## src/rtl/flash_sector_map.sv

```systemverilog
module flash_sector_map #(
  parameter int AW = 24,
  parameter int DW = 16,
  parameter logic [DW-1:0] TRAP = 16'h009B
) (
  input  logic          clk,
  input  logic          rst_n,
  input  logic [AW-1:0] addr,
  input  logic [1:0]    acc,
  input  logic          remap,
  input  logic          boot,
  input  logic          reg_en,
  input  logic          op_busy,
  input  logic [DW-1:0] arr_rdata,
  output logic          hit,
  output logic [3:0]    sector,
  output logic [15:0]   offset,
  output logic          test,
  output logic          regwin,
  output logic          reg_ok,
  output logic          bank1_hit,
  output logic          bank1_sec,
  output logic [DW-1:0] rdata
);
  localparam logic [1:0] ACC_FETCH = 2'd0;
  localparam logic [1:0] ACC_WRITE = 2'd2;

  logic       seg1, is_fetch, boot_fetch;
  logic [7:0] seg;
  logic       busy_q;

  assign seg        = addr[23:16];
  assign is_fetch   = (acc == ACC_FETCH);
  assign seg1       = (acc == ACC_WRITE) || remap;
  assign boot_fetch = boot && is_fetch;

  always_comb begin
    hit    = 1'b0;
    sector = 4'd0;
    offset = 16'd0;
    test   = 1'b0;
    if (boot_fetch) begin
      if (addr[23:12] == 12'h000) begin
        hit = 1'b1; test = 1'b1; sector = 4'd12; offset = {4'd0, addr[11:0]};
      end
    end else if (addr[23:15] == (seg1 ? 9'h002 : 9'h000)) begin
      hit = 1'b1; sector = {2'b00, addr[14:13]}; offset = {3'd0, addr[12:0]};
    end else if (addr[23:15] == 9'h003) begin
      hit = 1'b1; sector = 4'd4; offset = {1'b0, addr[14:0]};
    end else if (seg >= 8'h02 && seg <= 8'h08) begin
      hit = 1'b1; sector = seg[3:0] + 4'd3; offset = addr[15:0];
    end
  end

  assign regwin    = (seg == 8'h0E);
  assign reg_ok    = regwin && reg_en;
  assign bank1_hit = hit && (sector == 4'd10 || sector == 4'd11);
  assign bank1_sec = bank1_hit && (sector == 4'd11);

  always_ff @(posedge clk or negedge rst_n)
    if (!rst_n) busy_q <= 1'b0;
    else        busy_q <= op_busy;

  assign rdata = (busy_q && hit && acc != ACC_WRITE) ? TRAP : arr_rdata;

  logic seen;
  always_ff @(posedge clk or negedge rst_n)
    if (!rst_n) seen <= 1'b0;
    else        seen <= 1'b1;

  a_r1_small_offset: assert property (@(posedge clk) disable iff (!rst_n)
    (hit && sector < 4'd4) |-> offset < 16'h2000);
  a_r4_test_only_boot_fetch: assert property (@(posedge clk) disable iff (!rst_n)
    test |-> (boot && acc == ACC_FETCH && offset < 16'h1000));
  a_r5_high_miss: assert property (@(posedge clk) disable iff (!rst_n)
    (addr[23:16] > 8'h08) |-> !hit);
  a_r6_window_no_hit: assert property (@(posedge clk) disable iff (!rst_n)
    regwin |-> (!hit && (reg_ok == reg_en)));
  a_r7_alias_range: assert property (@(posedge clk) disable iff (!rst_n)
    bank1_hit |-> (addr[23:16] == 8'h07 || addr[23:16] == 8'h08));
  a_r8_trap_after_busy: assert property (@(posedge clk) disable iff (!rst_n)
    (seen && $past(op_busy) && hit && acc != ACC_WRITE) |-> rdata == TRAP);
  a_r8_write_passes: assert property (@(posedge clk) disable iff (!rst_n)
    (acc == ACC_WRITE) |-> rdata == arr_rdata);
endmodule

```

## config.mk

```make
export PLATFORM = sky130hd
export DESIGN_NAME = flash_sector_map
export DESIGN_NICKNAME = d
export VERILOG_FILES = /design/src/rtl/flash_sector_map.sv
export SDC_FILE = /design/constraint.sdc
export NUM_CORES = 1
export LEC_CHECK = 0
export ABC_CLOCK_PERIOD_IN_PS = 2300
export BUFFER_PORTS_ARGS = -buffer_cell sky130_fd_sc_hd__buf_2
export CORE_ASPECT_RATIO = 0.8
export CORE_MARGIN = 5
export CORE_UTILIZATION = 35
export CTS_CLUSTER_DIAMETER = 60
export DETAILED_ROUTE_END_ITERATION = 6
export GPL_TIMING_DRIVEN = 1
export PLACE_DENSITY_LB_ADDON = 0.1
export SLEW_MARGIN = 15
export SYNTH_ARGS = -nofsm -noshare
export SYNTH_HDL_FRONTEND = slang
export SYNTH_SLANG_ARGS = --single-unit
```

## constraint.sdc

```tcl
create_clock -name clk -period 2.3 [get_ports clk]
set_input_delay 0.115 -clock clk [delete_from_list [all_inputs] [get_ports clk]]
set_output_delay 0.115 -clock clk [all_outputs]
set_load 0.01 [all_outputs]
```

==> metrics.md, run 1 <==
| Metric | Value |
|---|---|
| Largest net degree at the start of global routing | `17` |
| Postcts setup bufs | `0` |
| YS warnings | `0` |
| Syn Inst Count | `99` |
| WHS Path Cells | `1` |
| First-pass GRT wire length | `between 4000 and 5000 microns` |
| Initial Utilization | `a little under two fifths` |
| Startpoint Class | `primary input` |
| Final nets | `238` |
| Crit-path max FO | `16` |
| Post-DP HPWL | `between 2000 and 3000 microns` |
| Leak | `0.6976 nW` |
| Top-area cell type share of the netlist area | `11.86%` |
| Critical path, cell by cell | `buf_2 > inv_1 > ha_1 > a21oi_1 > o2bb2ai_1 > nand3_1 > o21ai_2 > or2b_1 > buf_2` |
| Synthesized netlist net count | `150` |
| DRT Pass-1 Iters | `4` |
| Relative slew margins | `about two thirds` |
| Sequential-to-total area share from yosys stat | `under 10%` |
| RSZ-0062 raised after global routing | `false` |
| Slew Limit Fails | `0` |
| Leading area contributor after synthesis | `and2_4` |
| FP Rows | `14` |
| Top Ports | `90` |
| Crit Path Category | `in2out` |
| Layout Cells excl Fill | `209` |
| VDD IR max | `roughly 120 uV` |
| Post-Route Setup TNS | `0 ps` |
| Worst min path class | `in2reg` |
| Core Area | `~1900 sq um` |
| WP data required | `between 2000 and 2500 ps` |
| Initial antenna violation count | `0` |
| Vias | `1,024` |
| Wirelength per Cell | `around 13 microns` |
| Die height | `slightly above 50 microns` |
| Hold Path End | `busy_q` |
| Cell Pwr Density | `approximately 140 nW/um^2` |
| Seq cells post-synth | `1` |
| Final hold violations | `0` |
| Die area | `between 3000 and 4000 sq um` |
| Top flop regs | `busy_q x1` |
| Largest register FFs | `1` |
| Outcome | `finished, final reports clean` |
| Number of global-route vias before repair | `1,010` |
| Most common cell after layout, fill and taps aside | `buf_2` |
| Global-route usage over all layers | `between 10% and 20%` |
| Worst Path Arrival | `approximately 1900 ps` |
| Most common cell on crit path | `buf_2` |
| DR DRC count | `0` |
| Antenna viol nets, final | `0` |
| Top cells by area, synth | `and2_4 (12%), nor2b_1 (11%), ha_1 (5.1%)` |
| Async SR Flop Fraction | `100.0%` |
| DR vias/cell | `around 5` |
| Largest reg by FF count | `busy_q` |
| Share of layout cells above drive strength 1 | `slightly above 60%` |
| Critical-path top delay cell | `o21ai_2` |
| Reg clk slew, reported paths | `0 ps` |
| Die width | `61.35 microns` |
| Routability-driven placement congestion ratio | `~0.82` |
| Commonest cells after routing, fill and taps aside | `buf_2 (89), nor2b_1 (13), and2_4 (10), inv_1 (6)` |
| Worst slew pin tran | `about 520 ps` |
| Final Power | `~0.17 mW` |
| Library cells used by synthesis | `43` |
| Slowest stage delay, CP | `450 ps` |
| Fill cell count | `183` |
| Placed insts | `approximately 210` |
| F_max | `slightly below 0.5 GHz` |
| Final worst-path cycle share | `approximately nine tenths` |
| Grt ovf | `0` |
| Setup violators final | `0` |
| Syn_area_per_cell | `about 7.5 sq um` |
| Diodes inserted | `0` |
| Total wire length | `2792 microns` |
| Crit path time final | `roughly 2000 ps` |
| Crit end category | `output port` |
| Final hold slack | `230.4 ps` |
| Post-synth top flop | `dfrtp_1` |
| Post-synth EDFFs | `0` |
| Area growth from synthesis to layout | `60.51%` |
| Port Buffers | `between 80 and 90` |
| Hold_sp | `op_busy` |
| Max Cap Viol | `0` |
| Netlist Area Pre-Place | `between 700 and 800 sq um` |
| DR iter-0 viols | `43` |
==> synthesized netlist by cell type, types with 2 or more instances <==
cell type and count:
nor2b_1 13, and2_4 10, inv_1 6, nand2_1 5, or2b_1 5, nor3_1 4
a31oi_1 3, and2_1 3, and3_1 3, buf_6 3, ha_1 3, nand3_1 3
o21ai_0 3, or4_4 3, nand2b_1 2, nor2_1 2, or3_1 2
==> repair_timing <==
action,in CTS,in global routing
setup endpoints to repair,0,0
endpoints found under the hold margin,1,0
hold buffers,1,0
gates resized for setup,0,0
==> power breakdown <==
group	switching (mW)	internal, mW	leakage, nW
logic	0.0704	0.0777	0.686
clock network	0	0	0
registers	0.000210	0.0188	0.0117
total	0.0706	0.0965	0.698
==> cells by family after synthesis <==
group	Yosys count	share of synthesized area, %
multiplexers	1	1.356
XOR/XNOR	2	2.373
adder cells (fa/ha/maj)	3	5.085
AO/OA/AOI/OAI	15	14.07
buffers and inverters	10	8.304
AND/OR/NAND/NOR	67	65.43
flip-flops	1	3.389
==> stage by stage <==
step	instance area, sq um	worst slack (ps)	utilization [%]
final	1185	254.2	60.94
after global routing	1185	38.50	60.94
after CTS	1185	227.3	60.94
after detailed placement	1175	239.2	60.42
after global placement	1175	365.5	60.42
after floorplan	738.2	631.2	-
==> area by class of cell <==
cell class | instances | area, sq um | area share (%)
inverter | 6 | 22.52 | 1.901
sequential | 1 | 25.02 | 2.112
tap | 24 | 30.03 | 2.534
multi-input combinational | 88 | 651.9 | 55.02
timing repair buffer | 90 | 455.4 | 38.44
==> critical path, delay by kind of cell <==
kind            cells  cell delay, ps
compound gates      3             750
fa+ha+maj           1             240
buf+inv             3             430
simple gates        2             390
==> how the worst max path moves through the flow <==
stage                         from         to  slack (ps)  cells past startpoint
final                     addr[16]   rdata[3]         250                      9
after global routing      addr[16]   rdata[7]          40                      9
after CTS                 addr[16]   rdata[4]         230                      9
after detailed placement  addr[16]   rdata[4]         240                      9
after global placement    addr[16]   rdata[7]         370                      9
after floorplan           addr[16]  bank1_sec         630                      8
==> metal layers <==
metal	track usage [%]	share of wire, %	vias to the layer above
li1	-	-	517
met1	20.81	38	443
met2	32.04	49	62
met3	2.015	12	2
met4	0.7067	0.54	0
met5	0	0	-
Note: power is estimated with default switching activity, not from simulation.
==> run 2, diff against run 1 <==
BUFFER_PORTS_ARGS = -buffer_cell sky130_fd_sc_hd__clkbuf_2   (was -buffer_cell sky130_fd_sc_hd__buf_2)
CTS_CLUSTER_DIAMETER = 120   (was 60)
==> metrics.md, run 2 (synthesized netlist as in run 1, its figures left out) <==
| Metric | Value |
|---|---|
| Relative slew margins | `64.79% (-0.23 points)` |
| Worst min path class | `in2reg` |
| Critical path, cell by cell | `clkbuf_2 > inv_1 > ha_1 > a21oi_1 > o2bb2ai_1 > nand3_1 > o21ai_2 > or2b_1 > clkbuf_2` |
| Layout Cells excl Fill | `209 (unchanged)` |
| Top flop regs | `busy_q x1` |
| Outcome | `finished, final reports clean` |
| Worst slew pin tran | `528.1 ps (+3.454 ps)` |
| Most common cell on crit path | `clkbuf_2` |
| Final hold violations | `0 (unchanged)` |
| Post-Route Setup TNS | `0 ps (unchanged)` |
| Final Power | `0.1673 mW (about the same)` |
| Postcts setup bufs | `0 (unchanged)` |
| Initial Utilization | `37.97% (unchanged)` |
| Crit path time final | `2047 ps (+0.8770 ps)` |
| Max Cap Viol | `0 (unchanged)` |
| Die width | `61.35 microns (unchanged)` |
| Slew Limit Fails | `0 (unchanged)` |
| Vias | `1,048 (+2.3%)` |
| Total wire length | `2816 microns (+0.86%)` |
| Final WS setup | `253.3 ps (-0.8770 ps)` |
| Placed insts | `208 (unchanged)` |
| DR DRC count | `0 (unchanged)` |
| Final hold slack | `228.3 ps (-2.107 ps)` |
| Number of global-route vias before repair | `1,016 (+0.59%)` |
| Wirelength per Cell | `13.47 microns (+0.86%)` |
| Worst path top cell family by delay | `compound AO/OA/AOI/OAI gates` |
| Final nets | `238 (unchanged)` |
| Crit end category | `output port` |
| Most common cell after layout, fill and taps aside | `clkbuf_2` |
| Post-CTS sizing | `0 (unchanged)` |
| DR vias/cell | `5.014 (+2.3%)` |
| Largest reg by FF count | `busy_q` |
| Area growth from synthesis to layout | `60.51% (unchanged)` |
| Largest register FFs | `1 (unchanged)` |
| Multi-input gate area | `651.9 sq um (unchanged)` |
| Share of layout cells above drive strength 1 | `62.16% (unchanged)` |
| RSZ-0062 raised after global routing | `false` |
| Slowest stage delay, CP | `450 ps (about the same)` |
| Placed Area | `1175 sq um (unchanged)` |
| Final worst-path cycle share | `88.99% (about the same)` |
| Critical-path top delay cell | `o21ai_2` |
| Initial antenna violation count | `0 (unchanged)` |
| Setup violators final | `0 (unchanged)` |
| VDD IR max | `128.7 uV (+3.4%)` |
| Final instance area | `1185 sq um (unchanged)` |
| Crit-path max FO | `16 (unchanged)` |
| Worst Path Arrival | `1930 ps (about the same)` |
| Buffers & Inverters on Critical Path | `3 (unchanged)` |
| Crit Path Category | `in2out` |
| Port Buffers | `89 (unchanged)` |
| Cts hold-fix bufs | `1 (unchanged)` |
| Cell Pwr Density | `141.2 nW/um^2 (about the same)` |
| Startpoint Class | `primary input` |
| Die area | `3133 sq um (unchanged)` |
| Sequential Area | `25.02 sq um (unchanged)` |
| Post-DP HPWL | `2545 microns (+1.7%)` |
| Top Ports | `90 (unchanged)` |
| DR iter-0 viols | `43 (unchanged)` |
| Fill cell count | `184 (+0.55%)` |
| Reg clk slew, reported paths | `0 ps (unchanged)` |
| DRT Pass-1 Iters | `5 (+1)` |
| Leak | `0.6874 nW (-1.5%)` |
| Core Area | `1944 sq um (unchanged)` |
| Routability-driven placement congestion ratio | `0.8242 (about the same)` |
| First-pass GRT wire length | `4436 microns (+3.4%)` |
| Commonest cells after routing, fill and taps aside | `clkbuf_2 (89), nor2b_1 (13), and2_4 (10), inv_1 (6)` |
| Grt ovf | `0 (unchanged)` |
| Layout Utilization | `60.94% (unchanged)` |
| Die height | `51.08 microns (unchanged)` |
| FP Rows | `14 (unchanged)` |
| Global-route usage over all layers | `17.44% (+0.65 points)` |
| WP data required | `2180 ps (about the same)` |
| F_max | `0.4886 GHz (about the same)` |
| Placement Setup Slack | `249.1 ps (+9.870 ps)` |
| Diodes inserted | `0 (unchanged)` |
| Largest net degree at the start of global routing | `17 (unchanged)` |
| Antenna viol nets, final | `0 (unchanged)` |
[run 2: cell types whose count changed in the layout (fill, tap and decap cells not counted)]
cell and delta:
buf_2 -89, clkbuf_2 +89
[run 2: area by class of cell]
| class | instances | area share [%] |
|---|---|---|
| multi-input cells | 88 | 55.02 |
| repair buffers | 90 | 38.44 |
| well taps | 24 | 2.534 |
| flip-flops and latches | 1 | 2.112 |
| inverters | 6 | 1.901 |
[run 2: final timing paths]
kind / to / cells after the start / from
max: rdata[0] / 9 / addr[16]
min: busy_q / 1 / op_busy
max in group asynchronous: busy_q / 2 / rst_n
min in group asynchronous: busy_q / 2 / rst_n
[run 2: where the power goes]
part / switching, mW / internal (mW) / leakage (nW) / total (mW)
registers: 0.000386 / 0.0188 / 0.0117 / 0.0192
clock network: 0 / 0 / 0 / 0
logic: 0.0705 / 0.0775 / 0.676 / 0.148
total: 0.0709 / 0.0964 / 0.687 / 0.167
[run 2: per-layer routing]
metal / vias up / global-route usage [%] / part of all wire (%)
met4: 0 / 1.413 / 0
met5: - / 0 / 0
met1: 471 / 20.93 / 38
met3: 0 / 3.275 / 12
met2: 58 / 32.92 / 50
li1: 519 / - / -
